===== config.mk =====
export PLATFORM = sky130hd
export DESIGN_NAME = i2c_addr_matcher
export DESIGN_NICKNAME = d
export VERILOG_FILES = /design/src/rtl/i2c_am_pkg.sv /design/src/rtl/i2c_am_slot_cmp.sv /design/src/rtl/i2c_am_prio.sv /design/src/rtl/i2c_addr_matcher.sv
export SDC_FILE = /design/constraint.sdc
export NUM_CORES = 1
export LEC_CHECK = 0
export ABC_AREA = 1
export BUFFER_PORTS_ARGS = -buffer_cell sky130_fd_sc_hd__buf_4
export CAP_MARGIN = 5
export CORE_MARGIN = 3
export CORE_UTILIZATION = 52
export CTS_BUF_LIST = sky130_fd_sc_hd__clkbuf_2
export DETAILED_ROUTE_END_ITERATION = 12
export PLACE_DENSITY = 0.85
export SYNTH_ARGS = -nofsm -noshare
export SYNTH_HDL_FRONTEND = slang
export SYNTH_SLANG_ARGS = --single-unit
export TNS_END_PERCENT = 20

===== constraint.sdc =====
create_clock -name clk_i -period 1.9 [get_ports clk_i]
set_clock_uncertainty 0.1 [all_clocks]
set_input_delay 0.38 -clock clk_i [delete_from_list [all_inputs] [get_ports clk_i]]
set_output_delay 0.38 -clock clk_i [all_outputs]
set_load 0.01 [all_outputs]

===== src/rtl/i2c_am_pkg.sv =====
package i2c_am_pkg;
  localparam int unsigned ADDR_W = 10;
  localparam int unsigned A7_W   = 7;
  localparam int unsigned HI_W   = 2;
  localparam int unsigned LO_W   = 8;
  localparam logic [4:0]  TEN_PREFIX = 5'b11110;
  localparam logic [7:0]  GCALL_BYTE = 8'h00;

  typedef enum logic [1:0] {
    ST_IDLE,
    ST_FIRST,
    ST_SECOND,
    ST_DONE
  } am_state_e;
endpackage


===== src/rtl/i2c_am_slot_cmp.sv =====
module i2c_am_slot_cmp
  import i2c_am_pkg::*;
(
  input  logic [ADDR_W-1:0] slot_addr_i,
  input  logic [7:0]        byte_i,
  output logic              hit7_o,
  output logic              hi10_o,
  output logic              lo10_o
);
  // 7-bit: upper seven slot bits against byte[7:1]
  assign hit7_o = (byte_i[7:1] == slot_addr_i[ADDR_W-1 -: A7_W]);
  // 10-bit: high pair against byte[2:1], low byte against whole second byte
  assign hi10_o = (byte_i[2:1] == slot_addr_i[ADDR_W-1 -: HI_W]);
  assign lo10_o = (byte_i == slot_addr_i[LO_W-1:0]);
endmodule


===== src/rtl/i2c_am_prio.sv =====
module i2c_am_prio #(
  parameter int unsigned N     = 3,
  parameter int unsigned IDX_W = 2
) (
  input  logic [N-1:0]     req_i,
  output logic             any_o,
  output logic [N-1:0]     grant_o,
  output logic [IDX_W-1:0] idx_o
);
  assign any_o = |req_i;

  always_comb begin
    grant_o = '0;
    idx_o   = '0;
    for (int i = N - 1; i >= 0; i--) begin
      if (req_i[i]) begin
        grant_o = N'(1) << i;
        idx_o   = IDX_W'(i);
      end
    end
  end
endmodule


===== src/rtl/i2c_addr_matcher.sv =====
module i2c_addr_matcher
  import i2c_am_pkg::*;
#(
  parameter int unsigned NUM_SLOTS = 3,
  localparam int unsigned IDX_W = (NUM_SLOTS > 1) ? $clog2(NUM_SLOTS) : 1
) (
  input  logic                          clk_i,
  input  logic                          rst_ni,
  input  logic                          enable_i,
  input  logic                          start_i,
  input  logic                          byte_valid_i,
  input  logic [7:0]                    byte_i,
  input  logic                          free_data_i,
  input  logic                          ten_bit_i,
  input  logic [NUM_SLOTS*ADDR_W-1:0]   slot_addr_i,
  output logic                          done_o,
  output logic                          match_o,
  output logic [IDX_W-1:0]              match_idx_o,
  output logic                          gcall_o,
  output logic                          rw_o
);
  am_state_e state_q, state_d;
  logic [NUM_SLOTS-1:0] hi_mask_q, hi_mask_d;
  logic done_q, done_d, match_q, match_d, gcall_q, gcall_d, rw_q, rw_d;
  logic [IDX_W-1:0] idx_q, idx_d;

  logic [NUM_SLOTS-1:0] hit7, hi10, lo10, req;
  logic [NUM_SLOTS-1:0] grant;
  logic                 req_any;
  logic [IDX_W-1:0]     req_idx;

  for (genvar g = 0; g < NUM_SLOTS; g++) begin : g_slot
    i2c_am_slot_cmp u_cmp (
      .slot_addr_i (slot_addr_i[g*ADDR_W +: ADDR_W]),
      .byte_i      (byte_i),
      .hit7_o      (hit7[g]),
      .hi10_o      (hi10[g]),
      .lo10_o      (lo10[g])
    );
  end

  // one encoder shared by both compare phases
  assign req = (state_q == ST_SECOND) ? (hi_mask_q & lo10) : hit7;

  i2c_am_prio #(.N(NUM_SLOTS), .IDX_W(IDX_W)) u_prio (
    .req_i   (req),
    .any_o   (req_any),
    .grant_o (grant),
    .idx_o   (req_idx)
  );

  always_comb begin
    state_d   = state_q;
    hi_mask_d = hi_mask_q;
    done_d    = done_q;
    match_d   = match_q;
    gcall_d   = gcall_q;
    rw_d      = rw_q;
    idx_d     = idx_q;
    if (!enable_i) begin
      state_d = ST_IDLE; hi_mask_d = '0;
      done_d = 1'b0; match_d = 1'b0; gcall_d = 1'b0; rw_d = 1'b0; idx_d = '0;
    end else if (start_i) begin
      // START wins over a coincident strobe
      hi_mask_d = '0;
      gcall_d = 1'b0; rw_d = 1'b0; idx_d = '0;
      if (free_data_i) begin
        state_d = ST_DONE; done_d = 1'b1; match_d = 1'b1;
      end else begin
        state_d = ST_FIRST; done_d = 1'b0; match_d = 1'b0;
      end
    end else if (byte_valid_i) begin
      unique case (state_q)
        ST_FIRST: begin
          if (byte_i == GCALL_BYTE) begin
            state_d = ST_DONE; done_d = 1'b1; match_d = 1'b1;
            gcall_d = 1'b1; rw_d = 1'b0; idx_d = '0;
          end else if (!ten_bit_i) begin
            state_d = ST_DONE; done_d = 1'b1; match_d = req_any;
            idx_d = req_idx; rw_d = byte_i[0];
          end else if (byte_i[7:3] == TEN_PREFIX) begin
            state_d = ST_SECOND; hi_mask_d = hi10; rw_d = byte_i[0];
          end else begin
            state_d = ST_DONE; done_d = 1'b1; match_d = 1'b0;
            idx_d = '0; rw_d = byte_i[0];
          end
        end
        ST_SECOND: begin
          state_d = ST_DONE; done_d = 1'b1; match_d = req_any; idx_d = req_idx;
        end
        default: ;
      endcase
    end
  end

  always_ff @(posedge clk_i or negedge rst_ni) begin
    if (!rst_ni) begin
      state_q   <= ST_IDLE;
      hi_mask_q <= '0;
      done_q    <= 1'b0;
      match_q   <= 1'b0;
      gcall_q   <= 1'b0;
      rw_q      <= 1'b0;
      idx_q     <= '0;
    end else begin
      state_q   <= state_d;
      hi_mask_q <= hi_mask_d;
      done_q    <= done_d;
      match_q   <= match_d;
      gcall_q   <= gcall_d;
      rw_q      <= rw_d;
      idx_q     <= idx_d;
    end
  end

  assign done_o      = done_q;
  assign match_o     = match_q;
  assign match_idx_o = idx_q;
  assign gcall_o     = gcall_q;
  assign rw_o        = rw_q;

  assert_disable_clears_R1: assert property (@(posedge clk_i) disable iff (!rst_ni)
    !enable_i |=> (!done_o && !match_o && !gcall_o && !rw_o));

  assert_start_clears_R2: assert property (@(posedge clk_i) disable iff (!rst_ni)
    (enable_i && start_i && !free_data_i) |=> (!done_o && !match_o && !gcall_o));

  assert_match_has_done_R3: assert property (@(posedge clk_i) disable iff (!rst_ni)
    match_o |-> done_o);

  assert_done_cause_R3: assert property (@(posedge clk_i) disable iff (!rst_ni)
    $rose(done_o) |-> ($past(byte_valid_i) || $past(start_i && free_data_i)));

  assert_gcall_slot0_R4: assert property (@(posedge clk_i) disable iff (!rst_ni)
    gcall_o |-> (match_o && match_idx_o == '0 && !rw_o));

  assert_grant_onehot_R6: assert property (@(posedge clk_i) disable iff (!rst_ni)
    $onehot0(grant) && ((grant & ~req) == '0));

  assert_free_accept_R7: assert property (@(posedge clk_i) disable iff (!rst_ni)
    (enable_i && start_i && free_data_i) |=> (done_o && match_o && !gcall_o));

  assert_hold_after_done_R8: assert property (@(posedge clk_i) disable iff (!rst_ni)
    (done_o && enable_i && !start_i) |=>
      (done_o && $stable(match_o) && $stable(match_idx_o) && $stable(gcall_o) && $stable(rw_o)));
endmodule


After elaboration in Yosys (flattened, before gate mapping):

Index checks and enable logic that the tools add are counted.

* flip-flop bits (word level): 11
* bits of input ports: 45
* output and inout port bits: 6

* equal/unequal tests: 20
* mux-type cells: 51
* bitwise operators: 1
* reductions and logical operators: 7

Operators with widths (count)
* $mux W1: 26
* $mux W2: 13
* $eq A8 B8 Y1: 3
* $mux W3: 8
* $eq A7 B7 Y1: 3
* $ne A3 B1 Y1 const B: 5
* $logic_not A8 Y1: 1
* $pmux W2 S2: 2
* $eq A2 B2 Y1: 3
* $ne A6 B6 Y1 const B: 1
* $reduce_and A3 Y1: 2
* $eq A5 B5 Y1 const B: 1
* $reduce_and A5 Y1: 1
* $ne A4 B1 Y1 const B: 1
* $pmux W1 S2: 2
* $reduce_and A2 Y1: 2
* $and A3 B3 Y3: 1
* $ne A3 B3 Y1 const B: 1
* $reduce_or A3 Y1: 1
* $eq A2 B1 Y1 const B: 1
* $eq A2 B2 Y1 const B: 1

Longest topological paths before layout:

* depth after elaboration: 12
* mapped depth: 13

By module:

From an unflattened synthesis, not the netlist that was laid out.

* cell total of the unflattened synthesis: 329
* area total of the unflattened synthesis: 1714.1 um^2

Modules (own cells, without submodules)
* i2c_am_slot_cmp: instances 3, cells an instance 72, area each 295.3 um^2, seq. area each 0.0 um^2
* i2c_addr_matcher: instances 1, cells an instance 103, area each 774.5 um^2, seq. area each 275.3 um^2
* i2c_am_prio: instances 1, cells an instance 10, area each 53.8 um^2, seq. area each 0.0 um^2

Worst setup path after synthesis:

Ideal clock, no wire load.

* path type: input -> register
* start: input port byte_i[3]
* end: register hi_mask_q[1]
* data arrival time: 1.434 ns
* data required time: 1.675 ns
* setup slack: 0.242 ns
* stages on the path: 7
* buffers on the path: 1
* path through: buf_2 -> inv_1 -> nand4_1 -> nor2_1 -> inv_2 -> o21ai_2 -> mux2_2

* word-level cells in the longest chain between the ends: 3
* elaborated cells between the ends (all ways): 5
* classes of those cells: 3 x eq/ne; 2 x reduce/logical

Ends and longest elaborated chain
* start, declared: line i2c_addr_matcher.sv:12 `input logic [7:0] byte_i,`
* $eq A5 B5 Y1 or $logic_not A8 Y1 (tied branches): line i2c_addr_matcher.sv:81, i2c_addr_matcher.sv:75
* $ne A3 B1 Y1 (no line) or $ne A3 B3 Y1 (tied branches)
* $reduce_and A5 Y1 (no line) (*)
* end signal, assigned: line i2c_addr_matcher.sv:107 `hi_mask_q <= hi_mask_d;`
* end, declared: line i2c_addr_matcher.sv:23 `logic [NUM_SLOTS-1:0] hi_mask_q, hi_mask_d;`

Mark *: on every way between the ends. The rest lies on a longest branch, timed or not.
A chain may end at the register's enable or synchronous reset.

Worst setup path after layout:

* start: register state_q[0]
* end: register match_q, in the netlist match_o

* word-level cells in the longest chain between the ends: 9
* elaborated cells between the ends (all ways): 13
* classes of those cells: 4 x eq/ne; 7 x mux; 2 x reduce/logical

Ends and longest elaborated chain
* start, declared: line i2c_addr_matcher.sv:22 `am_state_e state_q, state_d;`
* start signal, assigned: line i2c_addr_matcher.sv:106 `state_q <= state_d;`
* $eq A2 B2 Y1: line i2c_addr_matcher.sv:43, i2c_addr_matcher.sv:73
* $mux W3: line i2c_addr_matcher.sv:43 `assign req = (state_q == ST_SECOND) ? (hi_mask_q & lo10) : hit7;`
* $reduce_or A3 Y1: line i2c_am_prio.sv:10 `assign any_o = |req_i;`
* $mux W1: line i2c_addr_matcher.sv:78 `end else if (!ten_bit_i) begin`
* $mux W1: line i2c_addr_matcher.sv:75 `if (byte_i == GCALL_BYTE) begin`
* $pmux W1 S2: line i2c_addr_matcher.sv:73 `unique case (state_q)`
* $mux W1: line i2c_addr_matcher.sv:72 `end else if (byte_valid_i) begin`
* $mux W1: line i2c_addr_matcher.sv:63 `end else if (start_i) begin`
* $mux W1: line i2c_addr_matcher.sv:60 `if (!enable_i) begin`
* end signal, assigned: line i2c_addr_matcher.sv:109 `match_q <= match_d;`
* end, declared: line i2c_addr_matcher.sv:24 `logic done_q, done_d, match_q, match_d, gcall_q, gcall_d, rw_q, rw_d;`

Parallel ways exist; a longest one is shown, timed or not. The select of a mux whose other input is x is not followed.

==> results.json <==
{
  "p_per_area_nw_per_um2": 391.2,
  "crit_slowest_cell": "dfrtp_1",
  "max_freq_ghz": 0.5830,
  "wl_um": 4263,
  "worstPathArrival_ns": 1.83,
  "endpoint": "match_o",
  "grt_pass1_wl_um": 7176,
  "drive_gt1_share_pct": 25.00,
  "drc": 0,
  "reg2reg_depth": 13,
  "cp_slowest_stage_delay_ns": 0.36,
  "fill_cells": 230,
  "die_area_um2": 3394,
  "place.detailed.hpwl_um": 3446,
  "clk_pin_slew_ns": 0.12,
  "drtPass1Iterations": 4,
  "startpoint": "state_q[0]",
  "multi_input_area_um2": 973.4,
  "hp-class": "input port to flop",
  "clockRootBuffer": "clkbuf_2",
  "yosysWarnings": 0,
  "drtIter0Drc": 102,
  "grt_use_met3_pct": 6.236,
  "yosys-top-cells-area": "nand2_1, dfrtp_1, nor2_1, inv_1, o21ai_0",
  "clockBufferDepth": 2,
  "synthArstFlopShare_pct": 100.0,
  "setup_tns_ns": 0,
  "postCtsSetupRepairBufs": 0,
  "reg2reg_from": "state_q[0]",
  "ir_drop_uv": 485.9,
  "core_um2": 2545,
  "crit_top_cell": "nand2_1",
  "grt_max_degree": 14,
  "vias": 1801,
  "outcome": "completed",
  "worst_setup_path_start_kind": "flop",
  "gp_congestion": 0.9274,
  "leakage_uw": 0.001024,
  "syn_nets": 304,
  "synth_enable_flop_cells": 0,
  "maxSlewViolCount": 0,
  "critPathBufInv": 2,
  "finalPower_uw": 720.5,
  "use_met1_pct": 35.62,
  "dp_cells": 333,
  "worst-setup-path-type": "flop to flop",
  "start_util_pct": 55.80,
  "cts_tree": "yes",
  "wl_per_cell_um": 12.61,
  "port_buffers": 50,
  "setup_viol": 0,
  "antenna_cells": 0,
  "worst_pin_slew_ns": 0.3385,
  "synth_top_area_share_pct": 23.26,
  "r2r_end": "match_o",
  "period_needed_ns": 1.715,
  "rsz0062_at_grt": "false",
  "min_period_over_period_pct": 90.27,
  "yosysMostFrequentCell": "nand2_1",
  "synth_cell_types": 30,
  "final_core_util_pct": 72.37,
  "clock-sinks": 11,
  "numCtsBuffers": 3,
  "fin_nets": 356,
  "track_usage_pct": 26.99,
  "hold_viol_final": 0,
  "synthFlopType": "dfrtp_1",
  "min_from": "enable_i",
  "netlist_top_cells_count": "nand2_1, nor2_1, inv_1",
  "io_pins": 51,
  "reg2reg_slack_ns": 0.18,
  "cp_cell_sequence": "inv_1 > ha_2 > inv_1 > o21ai_0 > nor2_1 > nand2_1 > nor2_2 > nor2_2 > nand3_2 > nand2_1 > nand2_1 > nand2_1 > nand2_1",
  "cpLargestDelayFamily": "simple AND/OR/NAND/NOR gates",
  "synth.largest_area_cell": "nand2_1",
  "ys_seq_area_share_pct": 19.38,
  "grtUsageMet2_pct": 43.38,
  "synth_seq_cells": 11,
  "seq_area_um2": 275.3,
  "synth.avg_cell_area_um2": 5.526,
  "cts_max_level": 1,
  "critical_path.max_fanout": 5,
  "critPathRequiredTime_ns": 2.02,
  "crit_cells": 13,
  "fp.dieW_um": 58.26,
  "synth_cells": 257,
  "vias_per_cell": 5.328,
  "die_h_um": 58.26,
  "area_growth_pct": 29.69,
  "top_usage_layer": "met2",
  "rows": 18,
  "instances_no_fill": 338,
  "antenna_found_initial": 0,
  "grt_pass1_vias": 1686,
  "syn_area_um2": 1420,
  "max_cap_viol_count": 0,
  "worstSetupEndpointType": "flop",
  "postRouteAntennaNets": 0,
  "clock_latency_ns": 0.25,
  "slew_headroom_pct": 77.41,
  "gr-total-overflow": 0
}
[worst reg2reg max path: stages (launching register included)]
cell     delay, ns
dfrtp_1       0.36
inv_1         0.06
ha_2          0.22
inv_1         0.16
o21ai_0       0.11
nor2_1        0.12
nand2_1       0.07
nor2_2        0.16
nor2_2        0.08
nand3_2       0.07
nand2_1       0.04
nand2_1       0.05
nand2_1       0.04
nand2_1       0.05
[power breakdown]
| part | internal, uW | switching (uW) |
|---|---|---|
| logic | 145 | 187 |
| clock network | 55.8 | 77.3 |
| registers | 248 | 7.87 |
| total | 449 | 272 |
[layout make-up]
| type | count | area share (%) |
|---|---|---|
| multi-input combinational | 203 | 52.85 |
| timing repair buffer | 52 | 21.33 |
| sequential | 11 | 14.95 |
| inverter | 38 | 7.745 |
| tap | 30 | 2.038 |
| clock buffer | 4 | 1.087 |
[how the worst min path moves through the flow]
stage | end | slack (ns) | cells past startpoint
detailed placement | hi_mask_q[2] | 0.12 | 1
floorplan | done_o | -0.02 | 0
CTS | state_q[0] | 0.30 | 3
finish | state_q[0] | 0.33 | 3
global route | match_idx_o[0] | 0.32 | 4
global placement | match_idx_o[1] | 0.12 | 1
[through the flow]
stage | hold slack [ns] | worst slack, ns | area, um^2
detailed placement | 0.1223 | 0.08942 | 1809
global route | 0.3244 | 0.004617 | 1842
CTS | 0.3028 | 0.1299 | 1839
finish | 0.3265 | 0.1848 | 1842
floorplan | -0.01559 | 0.2416 | 1420
global placement | 0.1214 | 0.1071 | 1809
[cell families after synthesis]
group | Yosys count | synth area share (%)
AOI/OAI and AO/OA | 45 | 18.50
xor gates and xnor gates | 6 | 3.700
adders and majority gates | 2 | 1.762
buffers and inverters | 43 | 12.25
DFF | 11 | 19.38
muxes | 1 | 0.7929
and+or+nand+nor | 149 | 43.61
[registers in the layout (all words and copies together), names as in the netlist]
register and cells:
done_o 1, state_q 2, gcall_o 1, hi_mask_q 3, rw_o 1, match_idx_o 2
match_o 1
[placed cells by master (no fill, tap or decap), types with 2 or more instances in the layout]
cell      netlist  routed
nand2_2         3       3
a21oi_1         7       7
nor3_1          2       2
xnor2_1         5       5
o21ai_2         4       4
nor2_1         37      37
dfrtp_1        11      11
o22ai_1         3       3
nand2_1        88      88
buf_4           0      51
inv_1          34      34
inv_2           4       4
o21ai_1         2       2
nor2_2          5       5
clkbuf_2        0       4
o21ai_0        23      23
nand3_1         9       9
nand4_1         2       2
[layer usage]
metal | vias to the layer above | wire length, um | share of wire [%]
met4 | 0 | 40 | 0.94
met3 | 9 | 478 | 11
met5 | - | 0 | 0
met2 | 95 | 1973 | 46
li1 | 912 | - | -
met1 | 785 | 1770 | 42
[what timing repair did]
item	in CTS	in global routing
endpoints found under the hold margin	11	0
hold buffers	1	0
endpoints found under the setup margin	0	2
resized for setup	0	1
Power figures use the tool's default switching activity.
